`src/rtl/pdl_pkg.sv`:
```
package pdl_pkg;

  // Rising-edge detect from the current and previous sample.
  function automatic logic f_rise(logic cur, logic prev);
    return cur & ~prev;
  endfunction

  // A comparison is good when its measured width is within the threshold.
  function automatic logic f_within(int unsigned width, int unsigned thr);
    return width <= thr;
  endfunction

  // A lock length of zero behaves as one.
  function automatic int unsigned f_target(int unsigned n);
    return (n == 0) ? 1 : n;
  endfunction

  // Map the lead/lag state onto {up, down} by polarity.
  function automatic logic [1:0] f_map(logic lead, logic lag, logic pol);
    return pol ? {lag, lead} : {lead, lag};
  endfunction

endpackage

```
`src/rtl/pdl_cfg_regs.sv`:
```
module pdl_cfg_regs #(
  parameter int DATA_W  = 16,
  parameter int GAIN_W  = 2,
  parameter int THR_W   = 4,
  parameter int CNT_W   = 8,
  parameter int POL_BIT = 12
) (
  input  logic              clk,
  input  logic              rst_n,
  input  logic [DATA_W-1:0] cfg_data,
  input  logic              grp_sel,
  input  logic              load_strobe,
  output logic [GAIN_W-1:0] gain_q,
  output logic [THR_W-1:0]  thr_q,
  output logic [CNT_W-1:0]  len_q,
  output logic              pol_q
);
  localparam int LEN_LSB = THR_W;

  logic [DATA_W-1:0] rf_buf;
  logic [DATA_W-1:0] ref_buf;

  // Capture buffers: follow the bus while the strobe is high.
  always_ff @(posedge clk or negedge rst_n) begin
    if (!rst_n) begin
      rf_buf  <= '0;
      ref_buf <= '0;
    end else if (load_strobe) begin
      if (grp_sel) rf_buf  <= cfg_data;
      else         ref_buf <= cfg_data;
    end
  end

  // Active settings: copied from the buffers while the strobe is low.
  always_ff @(posedge clk or negedge rst_n) begin
    if (!rst_n) begin
      gain_q <= '0;
      thr_q  <= '0;
      len_q  <= '0;
      pol_q  <= 1'b0;
    end else if (!load_strobe) begin
      gain_q <= rf_buf[GAIN_W-1:0];
      thr_q  <= ref_buf[THR_W-1:0];
      len_q  <= ref_buf[LEN_LSB +: CNT_W];
      pol_q  <= ref_buf[POL_BIT];
    end
  end
endmodule

```
`src/rtl/pdl_pfd_core.sv`:
```
module pdl_pfd_core #(
  parameter int WID_W = 8
) (
  input  logic             clk,
  input  logic             rst_n,
  input  logic             hold,
  input  logic             rf_in,
  input  logic             ref_in,
  input  logic             pol,
  output logic             pump_up,
  output logic             pump_down,
  output logic             lead_q,
  output logic             lag_q,
  output logic             cmp_event,
  output logic [WID_W-1:0] width_q
);
  import pdl_pkg::*;

  localparam logic [WID_W-1:0] WID_MAX = '1;

  logic       rf_prev;
  logic       ref_prev;
  logic       rf_rise;
  logic       ref_rise;
  logic [1:0] mapped;

  assign rf_rise   = f_rise(rf_in, rf_prev);
  assign ref_rise  = f_rise(ref_in, ref_prev);
  assign cmp_event = lead_q & lag_q & ~hold;
  assign mapped    = f_map(lead_q, lag_q, pol);
  assign pump_up   = mapped[1] & ~hold;
  assign pump_down = mapped[0] & ~hold;

  always_ff @(posedge clk or negedge rst_n) begin
    if (!rst_n) begin
      rf_prev  <= 1'b0;
      ref_prev <= 1'b0;
      lead_q   <= 1'b0;
      lag_q    <= 1'b0;
      width_q  <= '0;
    end else begin
      rf_prev  <= rf_in;
      ref_prev <= ref_in;
      if (hold || (lead_q && lag_q)) begin
        lead_q  <= 1'b0;
        lag_q   <= 1'b0;
        width_q <= '0;
      end else begin
        lead_q <= lead_q | rf_rise;
        lag_q  <= lag_q | ref_rise;
        if ((lead_q ^ lag_q) && (width_q != WID_MAX))
          width_q <= width_q + 1'b1;
      end
    end
  end
endmodule

```
`src/rtl/pdl_lock_det.sv`:
```
module pdl_lock_det #(
  parameter int THR_W = 4,
  parameter int CNT_W = 8,
  parameter int WID_W = 8
) (
  input  logic             clk,
  input  logic             rst_n,
  input  logic             hold,
  input  logic             cmp_event,
  input  logic [WID_W-1:0] width,
  input  logic [THR_W-1:0] thr,
  input  logic [CNT_W-1:0] len,
  output logic             cmp_good,
  output logic             lock_flag
);
  import pdl_pkg::*;

  logic [CNT_W-1:0] run_q;
  logic [CNT_W-1:0] run_nxt;
  int unsigned      target;

  assign cmp_good = f_within(32'(width), 32'(thr));
  assign target   = f_target(32'(len));

  always_comb begin
    run_nxt = run_q;
    if (32'(run_q) < target) run_nxt = run_q + 1'b1;
  end

  always_ff @(posedge clk or negedge rst_n) begin
    if (!rst_n) begin
      run_q     <= '0;
      lock_flag <= 1'b0;
    end else if (hold) begin
      run_q     <= '0;
      lock_flag <= 1'b0;
    end else if (cmp_event) begin
      if (cmp_good) begin
        run_q     <= run_nxt;
        lock_flag <= (32'(run_nxt) >= target);
      end else begin
        run_q     <= '0;
        lock_flag <= 1'b0;
      end
    end
  end
endmodule

```
`src/rtl/pdl_phase_lock.sv`:
```
module pdl_phase_lock #(
  parameter int DATA_W  = 16,
  parameter int GAIN_W  = 2,
  parameter int THR_W   = 4,
  parameter int CNT_W   = 8,
  parameter int WID_W   = 8,
  parameter int POL_BIT = 12
) (
  input  logic              clk,
  input  logic              rst_n,
  input  logic [DATA_W-1:0] cfg_data,
  input  logic              grp_sel,
  input  logic              load_strobe,
  input  logic              rf_pulse,
  input  logic              ref_pulse,
  output logic              pump_up,
  output logic              pump_down,
  output logic              lock_flag,
  output logic              lock_sink_en,
  output logic [GAIN_W-1:0] gain_code
);
  logic [THR_W-1:0] thr_q;
  logic [CNT_W-1:0] len_q;
  logic             pol_q;
  logic             lead_q;
  logic             lag_q;
  logic             cmp_event;
  logic             cmp_good;
  logic [WID_W-1:0] width_q;

  pdl_cfg_regs #(
    .DATA_W(DATA_W), .GAIN_W(GAIN_W), .THR_W(THR_W),
    .CNT_W(CNT_W), .POL_BIT(POL_BIT)
  ) u_cfg (
    .clk(clk), .rst_n(rst_n), .cfg_data(cfg_data), .grp_sel(grp_sel),
    .load_strobe(load_strobe), .gain_q(gain_code), .thr_q(thr_q),
    .len_q(len_q), .pol_q(pol_q)
  );

  pdl_pfd_core #(.WID_W(WID_W)) u_pfd (
    .clk(clk), .rst_n(rst_n), .hold(load_strobe), .rf_in(rf_pulse),
    .ref_in(ref_pulse), .pol(pol_q), .pump_up(pump_up),
    .pump_down(pump_down), .lead_q(lead_q), .lag_q(lag_q),
    .cmp_event(cmp_event), .width_q(width_q)
  );

  pdl_lock_det #(.THR_W(THR_W), .CNT_W(CNT_W), .WID_W(WID_W)) u_lock (
    .clk(clk), .rst_n(rst_n), .hold(load_strobe), .cmp_event(cmp_event),
    .width(width_q), .thr(thr_q), .len(len_q), .cmp_good(cmp_good),
    .lock_flag(lock_flag)
  );

  assign lock_sink_en = lock_flag & ~load_strobe;
endmodule

```
`config.mk`:
```
export PLATFORM = sky130hd
export DESIGN_NAME = pdl_phase_lock
export DESIGN_NICKNAME = d
export VERILOG_FILES = /design/src/rtl/pdl_pkg.sv /design/src/rtl/pdl_cfg_regs.sv /design/src/rtl/pdl_pfd_core.sv /design/src/rtl/pdl_lock_det.sv /design/src/rtl/pdl_phase_lock.sv
export SDC_FILE = /design/constraint.sdc
export NUM_CORES = 1
export LEC_CHECK = 0
export BUFFER_PORTS_ARGS = -buffer_cell sky130_fd_sc_hd__buf_4
export CAP_MARGIN = 15
export CORE_MARGIN = 3
export CORE_UTILIZATION = 45
export DETAILED_ROUTE_END_ITERATION = 7
export SLEW_MARGIN = 40
export SYNTH_ARGS = -nofsm -noshare
export SYNTH_HDL_FRONTEND = slang
export SYNTH_HIERARCHICAL = 1
export SYNTH_SLANG_ARGS = --single-unit
```
`constraint.sdc`:
```
create_clock -name clk -period 4.45 [get_ports clk]
set_clock_uncertainty 0.2 [all_clocks]
set_input_delay 0.6675 -clock clk [delete_from_list [all_inputs] [get_ports clk]]
set_output_delay 0.6675 -clock clk [all_outputs]
set_load 0.02 [all_outputs]
```
==> results of run 1 <==
-- critical path: stages, from the launching register on --
cell,delay (ps)
dfrtp_1,480
ha_1,340
a2111oi_0,420
o21ai_0,250
o32ai_4,320
mux2_1,380
ha_1,290
a211oi_1,240
o31ai_1,130
a31oi_1,210
o21ai_1,100
-- metal layers --
| layer | wire length [um] | global-route usage (%) | vias to the layer above |
|---|---|---|---|
| li1 | - | - | 1016 |
| met5 | 0 | 0 | - |
| met3 | 148 | 2.27 | 5 |
| met4 | 51 | 4.25 | 0 |
| met1 | 2780 | 22.4 | 975 |
| met2 | 2340 | 25.8 | 28 |
-- sequential cells by signal, summed over array words and instances, names as in the netlist --
| signal | count |
|---|---|
| u_cfg/thr_q | 4 |
| u_cfg/pol_q | 1 |
| u_pfd/lag_q | 1 |
| u_pfd/width_q | 8 |
| u_pfd/ref_prev | 1 |
| u_cfg/gain_q | 2 |
| u_cfg/len_q | 8 |
| u_cfg/ref_buf | 13 |
| u_pfd/lead_q | 1 |
| u_pfd/rf_prev | 1 |
| u_cfg/rf_buf | 2 |
| u_lock/run_q | 8 |
| u_lock/lock_flag | 1 |
-- area by class of cell --
type | count | share of cell area, %
flip-flops and latches | 51 | 38.5
inverters | 23 | 2.60
clock inverters | 2 | 1.17
repair buffers | 25 | 5.66
multi-input cells | 184 | 46.8
clock buffers | 6 | 2.49
well taps | 75 | 2.83
-- final timing paths --
kind	start	endpoint	depth (start not counted)
max in group asynchronous	rst_n	u_cfg/len_q[3]$_DFFE_PN0N_	1
worst max-delay path	u_lock/run_q[3]$_DFFE_PN0P_	u_lock/lock_flag$_DFFE_PN0P_	10
min in group clk	rf_pulse	u_pfd/rf_prev$_DFF_PN0_	1
worst max register to register	u_lock/run_q[3]$_DFFE_PN0P_	u_lock/lock_flag$_DFFE_PN0P_	10
worst min register to register	u_cfg/ref_buf[12]$_DFFE_PN0P_	u_cfg/pol_q$_DFFE_PN0N_	1
worst min-delay path	rst_n	u_pfd/width_q[4]$_DFFE_PN0P_	1
-- power by group through the flow --
| stage | Combinational, uW | Sequential, uW | Clock, uW |
|---|---|---|---|
| after global placement | 192 | 558 | 0 |
| final | 197 | 550 | 344 |
| after floorplan | 141 | 553 | 0 |
| after global routing | 222 | 559 | 374 |
| after detailed placement | 198 | 560 | 0 |
| after CTS | 199 | 551 | 358 |
-- metrics by stage --
step / hold WS [ps] / std cells
after CTS: 204 / 366
after floorplan: 172 / 265
after detailed placement: 294 / 358
final: 178 / 366
after global routing: 231 / 366
after global placement: 284 / 358
==> impl_metrics.toml, run 1 <==
[power]
peakVddDrop_v = 0.000183
seq_power_share_pct = 50.4
power_frac_comb_pct = 18.0
internal_power_uw = 804
p_sw_uw = 287
power_uw = 1090
pwr-share-clk_pct = 31.5
power_density_nw_per_um2 = 329
switching_share_pct = 26.3
cellLeakagePower_uw = 0.00155

[cts]
clock_sinks = 51
numCtsBuffers = 5
hold_buffers = 0
cts_tree = "yes"
cts_setup_buffers = 0
cts_resized = 0
clk_pin_slew_worst_paths_ps = 100
clk_path_buf_depth = 2
cts_root_buf = "clkbuf_8"
htree_num_levels = 2
worstSkewPairLatency_ps = 300

[layout]
final_common_cell = "dfrtp_1"
most-common-layout-cells = "dfrtp_1 (51), buf_4 (25), inv_1 (23)"
final_util_pct = 54.1
seq_area_sq_um = 1280
area_growth_syn_to_layout_pct = 12.5
fillers = 543
multi_input_area_sq_um = 1550
finalInstanceArea_sq_um = 3320
final_nets = 334
diodes = 0
layout-drive-gt1-share_pct = 25.8

[routing]
drt_iter0_markers = 54
via_per_inst = 5.53
vias = 2024
drcViolationCount = 0
dr.pass1.iters = 4
wl_mm = 5.32
drtAntennaViolNets = 0
wl_per_cell_um = 14.5

[placement]
hpwl_mm = 3.89
io_buffers = 24
placed_area_sq_um = 3180
gp_congestion = 0.773
place_ws_ps = 902

[floorplan]
io_pins = 28
num_rows = 28
core-area_sq_um = 6130
dieHeight_um = 86.9
die_x_um = 86.9
start_util_pct = 48.1
die-area_sq_um = 7560

[min_path]
hp-class = "in -> async"

[sta]
min_period_ps = 3480
rsz0062_at_grt = "no"
timing.setup.tns_ps = 0
setup_viol = 0
worst_slew_pin_slew_ps = 633
hold_violations = 0
fmax_ghz = 0.288
fin_crit_sh_pct = 78.1
finalWorstSetupSlack_ps = 974
maxSlewViolCount = 0
slew_headroom_pct = 57.8

[synthesis]
yosysWarnings = 6
syn-num-nets = 309
syn_area_sq_um = 2950
syn_inst = 265
syn_area_per_cell_sq_um = 11.1

[global_routing]
gr-total-overflow = 0
grt_pass1_vias = 2080
grt_max_degree = 52
grt_pass1_wl_mm = 9.78
grt.total_usage_pct = 15.9
antenna_found_initial = 0

[worst_setup_path]
r2r_slack_ps = 970
arrival_ps = 3460
worst-path-max-fanout = 12
cp-end-kind = "register"
criticalPathCategory = "reg -> reg"
start_kind = "register"
worstPathRequired_ps = 4440

[status]
status = "finished clean"

[job]
maxCapViolations = 0
No activity file was read; power rests on OpenSTA's default activity.
==> run 2: changes to the inputs <==
--- a/config.mk
+++ b/config.mk
@@ -5,6 +5,7 @@
 export SDC_FILE = /design/constraint.sdc
 export NUM_CORES = 1
 export LEC_CHECK = 0
+export ABC_AREA = 1
 export BUFFER_PORTS_ARGS = -buffer_cell sky130_fd_sc_hd__buf_4
 export CAP_MARGIN = 15
 export CORE_MARGIN = 3
==> constraint.sdc (replaced) <==
create_clock -name clk -period 3.2 [get_ports clk]
set_clock_uncertainty 0.2 [all_clocks]
set_input_delay 0.48 -clock clk [delete_from_list [all_inputs] [get_ports clk]]
set_output_delay 0.48 -clock clk [all_outputs]
set_load 0.02 [all_outputs]
==> run 2 against run 1 <==
Against the previous run:
- the run now ends with hold timing left
- die area increased by 4.9%
- worst hold slack got worse by 190 ps
- final cell count up 36%
- power is 36% higher
- final area increased by 3.6%
- routed wire length is 5.8% higher
- sequential power up 34%
- fmax increased by 20%
- setup slack worse by 680 ps
- highest routed layer unchanged
==> impl_metrics.toml, run 2 <==
[cts]
worstSkewPairLatency_ps = 300
cts_tree = "yes"
htree_num_levels = 2
clock_sinks = 51
cts_root_buf = "clkbuf_8"
clk_pin_slew_worst_paths_ps = 100
clk_path_buf_depth = 2
hold_buffers = 0
numCtsBuffers = 5

[power]
cellLeakagePower_uw = 0.00189
power_density_nw_per_um2 = 432
peakVddDrop_v = 0.000178

[floorplan]
io_pins = 28
dieHeight_um = 89.0
start_util_pct = 47.5
die_x_um = 89.0
core-area_sq_um = 6530
num_rows = 29
die-area_sq_um = 7920

[routing]
dr.pass1.iters = 5
via_per_inst = 4.81
vias = 2390
drcViolationCount = 0
drtAntennaViolNets = 0
wl_per_cell_um = 11.3
drt_iter0_markers = 93
wl_mm = 5.63

[global_routing]
gr-total-overflow = 0
grt_pass1_vias = 2173
grt_max_degree = 54
antenna_found_initial = 0
grt_pass1_wl_mm = 9.73
grt.total_usage_pct = 15.7

[job]
maxCapViolations = 0

[worst_setup_path]
startpoint = "u_lock/run_q[5]$_DFFE_PN0P_"
arrival_ps = 2910
criticalPathCategory = "reg -> reg"
cp-end-kind = "register"
worstPathRequired_ps = 3200
start_kind = "register"
reg2reg_from = "u_lock/run_q[5]$_DFFE_PN0P_"
worst-path-max-fanout = 4

[layout]
regMostFlops = "u_cfg/ref_buf"
finalInstanceArea_sq_um = 3440
final_util_pct = 52.6
largest_reg_flops = 13
area_growth_syn_to_layout_pct = 10.8
fin_cells = 497
diodes = 0
seq_area_sq_um = 1280
fillers = 667
final_nets = 463
final_common_cell = "nand2_1"
layout-drive-gt1-share_pct = 15.7
most-common-layout-cells = "nand2_1 (122), inv_1 (67), dfrtp_1 (51)"
multi_input_area_sq_um = 1500

[sta]
hold_ws_ps = -10.3
maxSlewViolCount = 0
hold_violations = 13
fmax_ghz = 0.344
slew_headroom_pct = 54.7
worst_slew_pin_slew_ps = 676
min_period_ps = 2910
setup_viol = 0
timing.setup.tns_ps = 0
fin_crit_sh_pct = 90.8
rsz0062_at_grt = "no"

[placement]
placed_cells = 488
io_buffers = 24
placed_area_sq_um = 3290
gp_congestion = 0.785
hpwl_mm = 4.09

[synthesis]
syn_area_sq_um = 3100
syn_area_per_cell_sq_um = 7.85
yosysWarnings = 6
syn_inst = 395
syn-num-nets = 439

[status]
violations = "hold timing"
status = "finished with violations"

[min_path]
hp-class = "in -> async"
[run 2: cell count changes in the layout (fill, tap and decap cells not counted), moves of 5 or more]
cell      delta
nand2_2      +8
nand3_2      +7
a211oi_1     -5
nand3_1     +33
mux2_4      -10
and3_1       -8
mux2i_1      -6
inv_1       +44
nand2_1    +102
o21ai_0     +11
mux2_2      -21
xnor2_1      -7
[run 2: worst paths after layout]
kind | end | slack (ps) | cells after the start
max reg2reg | u_lock/lock_flag$_DFFE_PN0P_ | 290 | 16
max in group asynchronous | u_cfg/len_q[2]$_DFFE_PN0N_ | 2380 | 1
min in group clk | u_pfd/ref_prev$_DFF_PN0_ | 80 | 1
min | u_pfd/width_q[7]$_DFFE_PN0P_ | -10 | 1
min reg2reg | u_cfg/ref_buf[7]$_DFFE_PN0P_ | 280 | 2
max | u_lock/lock_flag$_DFFE_PN0P_ | 290 | 16
[run 2: cell type report]
class                   count  area share [%]
multi-input cells         267            43.5
clock inverters             2            1.13
flip-flops and latches     51            37.1
clock buffers               6            2.40
inverters                  69            7.54
repair buffers             25            5.46
well taps                  77            2.80
[run 2: report_power, final]
part	switching, uW	internal [uW]
registers	36.7	700
clock network	230	258
logic	160	100
total	427	1060
[run 2: worst max-delay path, cell delays in order (launching register included)]
cell and delay [ps]:
dfrtp_1 440, ha_1 330, a21o_1 160, nand2_1 60, nand2_2 80, nor2_4 120
nand3_2 90, nor3_2 230, nand3_2 100, nand2_1 80, inv_1 40, ha_1 300
nand2_1 90, nor2_1 60, nand4_1 60, o2111ai_1 140, a22o_1 220
[run 2: repair_timing]
item	in CTS	in global routing
setup endpoints to repair	0	1
buffers inserted	0	1
resized for setup	0	4
[run 2: per-layer routing]
metal | GRT usage (%) | vias up | share of wire, %
met1 | 21.4 | 1067 | 52
met2 | 26.0 | 32 | 44
met3 | 2.95 | 2 | 3.3
met4 | 3.65 | 0 | 0.52
met5 | 0 | - | 0
li1 | - | 1289 | -
[run 2: per-stage QoR]
step | hold slack [ps] | setup slack [ps] | total power [uW]
after floorplan | -15.6 | 539 | 936
after global placement | 255 | 286 | 1010
after detailed placement | 259 | 243 | 1010
after CTS | 19.0 | 230 | 1500
after global routing | 40.2 | 10.8 | 1580
final | -10.3 | 295 | 1480
